`src/rtl/usc_pkg.sv`:
```
package usc_pkg;

  typedef enum logic {
    PWR_RUN   = 1'b0,
    PWR_SLEEP = 1'b1
  } pwr_state_t;

  // One channel is quiet when nothing is queued, pending or moving on it.
  function automatic logic chan_quiet(
    input logic txf_e,
    input logic txs_e,
    input logic rxf_e,
    input logic irq,
    input logic rx_hi,
    input logic mdm_still
  );
    return txf_e & txs_e & rxf_e & ~irq & rx_hi & mdm_still;
  endfunction

  // High-to-low transition between two successive samples.
  function automatic logic fell(input logic prev, input logic cur);
    return prev & ~cur;
  endfunction

endpackage

```
`src/rtl/usc_sync.sv`:
```
module usc_sync #(
  parameter int          W       = 1,
  parameter logic [W-1:0] RST_VAL = '0
) (
  input  logic         clk,
  input  logic         rst_n,
  input  logic [W-1:0] d_async,
  output logic [W-1:0] q_sync
);

  logic [W-1:0] stage1;

  always_ff @(posedge clk or negedge rst_n) begin
    if (!rst_n) begin
      stage1 <= RST_VAL;
      q_sync <= RST_VAL;
    end else begin
      stage1 <= d_async;
      q_sync <= stage1;
    end
  end

endmodule

```
`src/rtl/usc_wake_det.sv`:
```
module usc_wake_det
  import usc_pkg::*;
#(
  parameter int NCH   = 2,
  parameter int MDM_W = 4,
  localparam int MW   = NCH * MDM_W
) (
  input  logic           clk,
  input  logic           rst_n,
  input  logic [NCH-1:0] rx_s,
  input  logic [MW-1:0]  mdm_s,
  input  logic [NCH-1:0] tx_push,
  input  logic           capture,
  input  logic           sleeping,
  output logic           start_evt,
  output logic           mdm_evt,
  output logic           push_evt,
  output logic [NCH-1:0] mdm_still
);

  logic [NCH-1:0] rx_prev;
  logic [MW-1:0]  mdm_prev;
  logic [MW-1:0]  mdm_cap;
  logic [NCH-1:0] start_ch;

  always_ff @(posedge clk or negedge rst_n) begin
    if (!rst_n) begin
      rx_prev  <= '1;
      mdm_prev <= '0;
      mdm_cap  <= '0;
    end else begin
      rx_prev  <= rx_s;
      mdm_prev <= mdm_s;
      if (capture) mdm_cap <= mdm_s;
    end
  end

  for (genvar c = 0; c < NCH; c++) begin : g_ch
    assign start_ch[c]  = fell(rx_prev[c], rx_s[c]);
    assign mdm_still[c] = (mdm_s[c*MDM_W +: MDM_W] == mdm_prev[c*MDM_W +: MDM_W]);
  end

  assign start_evt = |start_ch;
  assign mdm_evt   = sleeping & (mdm_s != mdm_cap);
  assign push_evt  = |tx_push;

endmodule

```
`src/rtl/usc_entry_qual.sv`:
```
module usc_entry_qual #(
  parameter int REARM_CYCLES = 2,
  localparam int CW          = $clog2(REARM_CYCLES + 1)
) (
  input  logic clk,
  input  logic rst_n,
  input  logic armed,
  input  logic quiet,
  output logic enter
);

  logic [CW-1:0] run_cnt;
  logic          cnt_full;

  assign cnt_full = (run_cnt == CW'(REARM_CYCLES - 1));
  assign enter    = armed & quiet & cnt_full;

  always_ff @(posedge clk or negedge rst_n) begin
    if (!rst_n)                run_cnt <= '0;
    else if (!armed || !quiet) run_cnt <= '0;
    else if (!cnt_full)        run_cnt <= run_cnt + 1'b1;
  end

  if (REARM_CYCLES > 1) begin : g_hold_chk
    assert_rearm_hold_R10: assert property (@(posedge clk) disable iff (!rst_n)
      enter |-> $past(quiet) && $past(armed));
  end

endmodule

```
`src/rtl/usc_sleep_ctrl.sv`:
```
module usc_sleep_ctrl
  import usc_pkg::*;
#(
  parameter int NCH          = 2,
  parameter int MDM_W        = 4,
  parameter int REARM_CYCLES = 2,
  localparam int MW          = NCH * MDM_W
) (
  input  logic           clk,
  input  logic           rst_n,
  input  logic           feat_en,
  input  logic [NCH-1:0] ch_sleep_en,
  input  logic [NCH-1:0] txf_empty,
  input  logic [NCH-1:0] txs_empty,
  input  logic [NCH-1:0] rxf_empty,
  input  logic [NCH-1:0] irq_pend,
  input  logic [NCH-1:0] rx_line,
  input  logic [MW-1:0]  modem_in,
  input  logic [NCH-1:0] tx_push,
  input  logic           div_wr,
  output logic           core_clk_en,
  output logic           asleep,
  output logic           div_wr_err
);

  pwr_state_t     state_q;
  logic [NCH-1:0] rx_s;
  logic [MW-1:0]  mdm_s;
  logic [NCH-1:0] mdm_still;
  logic [NCH-1:0] chan_ok;
  logic           sleep_allowed;
  logic           quiet_now;
  logic           enter_sleep;
  logic           start_evt, mdm_evt, push_evt;
  logic           wake_now;
  logic           sleeping;

  usc_sync #(.W(NCH), .RST_VAL({NCH{1'b1}})) u_rx_sync (
    .clk(clk), .rst_n(rst_n), .d_async(rx_line), .q_sync(rx_s));

  usc_sync #(.W(MW), .RST_VAL({MW{1'b0}})) u_mdm_sync (
    .clk(clk), .rst_n(rst_n), .d_async(modem_in), .q_sync(mdm_s));

  usc_wake_det #(.NCH(NCH), .MDM_W(MDM_W)) u_wake (
    .clk(clk), .rst_n(rst_n), .rx_s(rx_s), .mdm_s(mdm_s), .tx_push(tx_push),
    .capture(enter_sleep), .sleeping(sleeping), .start_evt(start_evt),
    .mdm_evt(mdm_evt), .push_evt(push_evt), .mdm_still(mdm_still));

  for (genvar c = 0; c < NCH; c++) begin : g_quiet
    assign chan_ok[c] = chan_quiet(txf_empty[c], txs_empty[c], rxf_empty[c],
                                   irq_pend[c], rx_s[c], mdm_still[c]);
  end

  assign sleeping      = (state_q == PWR_SLEEP);
  assign sleep_allowed = feat_en & (&ch_sleep_en);
  assign quiet_now     = sleep_allowed & (&chan_ok) & ~push_evt;
  assign wake_now      = sleeping & (start_evt | mdm_evt | push_evt | ~sleep_allowed);

  usc_entry_qual #(.REARM_CYCLES(REARM_CYCLES)) u_qual (
    .clk(clk), .rst_n(rst_n), .armed(~sleeping), .quiet(quiet_now),
    .enter(enter_sleep));

  always_ff @(posedge clk or negedge rst_n) begin
    if (!rst_n) begin
      state_q <= PWR_RUN;
    end else begin
      unique case (state_q)
        PWR_RUN:   if (enter_sleep) state_q <= PWR_SLEEP;
        PWR_SLEEP: if (wake_now)    state_q <= PWR_RUN;
        default:   state_q <= PWR_RUN;
      endcase
    end
  end

  always_ff @(posedge clk or negedge rst_n) begin
    if (!rst_n)                div_wr_err <= 1'b0;
    else if (div_wr && sleeping) div_wr_err <= 1'b1;
  end

  assign core_clk_en = ~sleeping | wake_now;
  assign asleep      = sleeping;

  assert_entry_enabled_R1: assert property (@(posedge clk) disable iff (!rst_n)
    $rose(asleep) |-> $past(feat_en) && $past(&ch_sleep_en));

  assert_entry_idle_R2: assert property (@(posedge clk) disable iff (!rst_n)
    $rose(asleep) |-> $past(&txf_empty) && $past(&txs_empty) && $past(&rxf_empty)
                      && !$past(|irq_pend) && !$past(|tx_push));

  assert_start_wakes_R4: assert property (@(posedge clk) disable iff (!rst_n)
    (asleep && start_evt) |=> !asleep);

  assert_push_wakes_R5: assert property (@(posedge clk) disable iff (!rst_n)
    (asleep && |tx_push) |=> !asleep);

  assert_modem_wakes_R6: assert property (@(posedge clk) disable iff (!rst_n)
    (asleep && mdm_evt) |=> !asleep);

  assert_disable_runs_R8: assert property (@(posedge clk) disable iff (!rst_n)
    !(feat_en && &ch_sleep_en) |=> !asleep);

  assert_div_err_set_R9: assert property (@(posedge clk) disable iff (!rst_n)
    (asleep && div_wr) |=> div_wr_err);

  assert_div_err_sticky_R9: assert property (@(posedge clk) disable iff (!rst_n)
    div_wr_err |=> div_wr_err);

endmodule

```
`config.mk`:
```
export PLATFORM = sky130hd
export DESIGN_NAME = usc_sleep_ctrl
export DESIGN_NICKNAME = d
export VERILOG_FILES = /design/src/rtl/usc_pkg.sv /design/src/rtl/usc_sync.sv /design/src/rtl/usc_wake_det.sv /design/src/rtl/usc_entry_qual.sv /design/src/rtl/usc_sleep_ctrl.sv
export SDC_FILE = /design/constraint.sdc
export NUM_CORES = 1
export LEC_CHECK = 0
export BUFFER_PORTS_ARGS = -buffer_cell sky130_fd_sc_hd__clkbuf_2
export CORE_MARGIN = 1
export CORE_UTILIZATION = 41
export DETAILED_ROUTE_END_ITERATION = 6
export REMOVE_ABC_BUFFERS = 1
export SLEW_MARGIN = 25
export SYNTH_ARGS = -nofsm -noshare
export SYNTH_HDL_FRONTEND = slang
export SYNTH_SLANG_ARGS = --single-unit
```
`constraint.sdc`:
```
create_clock -name clk -period 2.9 [get_ports clk]
set_input_delay 0.29 -clock clk [delete_from_list [all_inputs] [get_ports clk]]
set_output_delay 0.29 -clock clk [all_outputs]
set_load 0.02 [all_outputs]
```
==> results.md <==
- TritonCTS clock tree: built
- WHS: 71.2 ps
- Final min period: 1910 ps
- Initial Utilization: 43.9%
- Net Switching: 0.000237 W
- Initial antenna violation count: 0
- Slowest library cell on the worst path: dfrtp_1
- Final Wtd Congestion: 0.706
- Hold Vio Cnt, Final: 0
- DR WL/cell: 12.0 µm
- Clock latency on the worst-skew pair: 290 ps
- VDD IR-drop max: 0.000313 V
- Crit-path cells: xor2_1 -> nor4_1 -> nand4_1 -> clkbuf_2
- # resized after CTS: 0
- Status: complete, no violations
- Seq/Total Area, Yosys: 70.1%
- Dpl hpwl: 1.50 mm
- Num CTS Buffers: 5
- Post-Route Utilization: 52.9%
- CP required: 2610 ps
- Crit. End Element: output port
- Synthesized instance count: 93
- Area Overhead vs Synth: 20.6%
- CP max FO: 4
- RR Endpoint: u_wake.mdm_cap[5]
- Max-Cap Viols: 0
- Clk_skew: 8.29 ps
- TNS Setup: 0 ps
- RR Startpoint: u_rx_sync.q_sync[0]
- Crit share post-route: 66.0%
- Crit path launch type: flip-flop
- Mapped Avg Cell Area: 16.2 µm²
- Warnings from Yosys: 0
- Leak: 0.906 nW
- Hold_sp: rx_line[0]
- WP data arrival: 1620 ps
- Yosys cell types: 21
- Hold Buf Count CTS: 0
- DRC violations left: 0
- CTS clk-pin slew, worst paths: 80 ps
- Critical path class: reg -> out
- Final setup violation count: 0
- Synthesized area: 1510 µm²
- Die width: 62.7 µm
- Setup slack at placement: 1090 ps
- Power Dens Cells: 617 nW/µm²
- Worst-margin pin slew: 887 ps
- Synthesized flop and latch total: 42
- Most frequent cells in the layout: dfrtp_1, clkbuf_2, xor2_1
- Vias in the first global route: 835
- Final net count: 155
- Pins Over Slew Limit: 0
- Routed via count: 818
- Total Wirelength: 2.11 mm
- Core Region: 3440 µm²
- I/O pin total: 29
- Remaining global-route overflow: 0
- Sequential share of power: 55.4%
- Comb power frac: 4.3%
- Worst path bufs/invs: 1
- Via density per instance: 4.67
- Root Driver: clkbuf_8
- Worst relative slew slack: 40.9%
- Placement row count: 21
- DRT Pass-1 Iters: 4
- Sw frac: 21.1%
- Worst min path class: in -> reg
- Sink Count: 42
- # H-tree levels: 2
- Clock power share: 40.3%
- Maximum clock insertion buffer count: 2
- Die Area: 3930 µm²
- Hold endpoint: u_rx_sync.stage1[0]
- Setup ws final: 987 ps
- CP top delay family: simple AND/OR/NAND/NOR gates
- Largest net degree at the start of global routing: 43
- Antenna Nets Post-Route: 0
- Die H: 62.7 µm
- Hold Crit Depth: 1
- Internal power: 0.000887 W
- Setup Fix Bufs, Post-CTS: 0
- Commonest non-fill, non-tap cell in the layout: dfrtp_1
- Worst R2R Path Depth: 4
- First DRT Iteration DRCs: 32
- # diodes: 0
- Share of cells above drive strength 1: 41.9%
- Max incr delay on CP: 430 ps
- First-pass GRT wire length: 3.77 mm
- Max Fclk: 0.523 GHz
- R2r setup slk: 1110 ps
- Total track usage: 13.3%
- RSZ-0062 raised after global routing: false
- PortBufs: 28
-- through the flow --
step	instances	total power, W	cell area, µm²
2_1_floorplan	93	0.000651	1510
3_3_place_gp	167	0.000682	1710
3_5_place_dp	167	0.000685	1710
4_1_cts	175	0.00115	1820
5_1_grt	175	0.00118	1820
6_report	175	0.00112	1820
-- logic make-up (layout without fill, tap and decap cells) --
kind of cell / count (synthesis) / count (layout) / synth area share, %
compound gates: 3 / 3 / 1.57
xor+xnor: 17 / 17 / 9.86
fa+ha+maj: 1 / 1 / 0.828
buf+inv: 3 / 39 / 0.746
flops: 42 / 42 / 70.1
mux: 8 / 8 / 6.46
simple gates: 19 / 19 / 10.4
-- power by group through the flow --
stage | registers, W | clock network [W] | logic (W)
after global placement | 0.000634 | 0 | 0.0000485
after floorplan | 0.000631 | 0 | 0.0000193
final | 0.000623 | 0.000453 | 0.0000482
after global routing | 0.000626 | 0.000497 | 0.0000549
after detailed placement | 0.000635 | 0 | 0.0000499
after CTS | 0.000624 | 0.000472 | 0.0000500
-- flip-flops by register name, summed over array words and instances, names as in the netlist --
signal	cells
u_mdm_sync.q_sync	8
u_mdm_sync.stage1	8
u_rx_sync.q_sync	2
u_qual.run_cnt	2
u_wake.mdm_prev	8
div_wr_err	1
u_wake.mdm_cap	8
u_rx_sync.stage1	2
u_wake.rx_prev	2
asleep	1
-- layout make-up --
type	count	area, µm²
Fill cell	299	1620
Sequential cell	42	1060
Multi-Input combinational cell	48	440
Timing Repair Buffer	28	140
Clock buffer	5	68.8
Tap cell	46	57.6
Clock inverter	3	45.0
Inverter	3	11.3
-- Yosys cell counts --
master / number / area share (%)
a21o_1: 1 / 0.50
nand4b_1: 2 / 1.2
nand4_4: 1 / 1.4
nor3b_1: 1 / 0.50
nor4_4: 2 / 2.8
inv_1: 3 / 0.75
dfstp_2: 6 / 10
mux2_2: 6 / 4.5
nor2_1: 5 / 1.2
ha_1: 1 / 0.83
xor2_1: 17 / 9.9
dfrtp_1: 36 / 60
nand4_1: 2 / 0.83
o221a_2: 1 / 0.75
nor3_1: 1 / 0.33
nand2_1: 1 / 0.25
nor4_1: 2 / 0.83
mux2_4: 2 / 2.0
a21oi_1: 1 / 0.33
nand3_1: 1 / 0.33
nand4bb_1: 1 / 0.75
-- worst max-delay path by stage --
stage / from / to / slack, ps / cells after the start
2_1_floorplan: asleep / u_wake.mdm_cap[5] / 1240 / 4
3_3_place_gp: u_rx_sync.q_sync[0] / u_wake.mdm_cap[5] / 1150 / 4
3_5_place_dp: u_rx_sync.q_sync[0] / u_wake.mdm_cap[5] / 1090 / 4
4_1_cts: u_mdm_sync.q_sync[4] / core_clk_en / 940 / 4
5_1_grt: u_mdm_sync.q_sync[4] / core_clk_en / 830 / 4
6_report: u_mdm_sync.q_sync[4] / core_clk_en / 990 / 4
-- routing by layer --
metal  share of wire [%]  vias to the layer above  wire length [µm]  track usage (%)
li1                    -                      389                 -                -
met1                  45                      391               952             16.5
met2                  46                       31               969             19.8
met3                 6.5                        7               137             4.20
met4                 2.3                        0                48             8.72
met5                   0                        -                 0                0
Power figures use the tool's default switching activity.
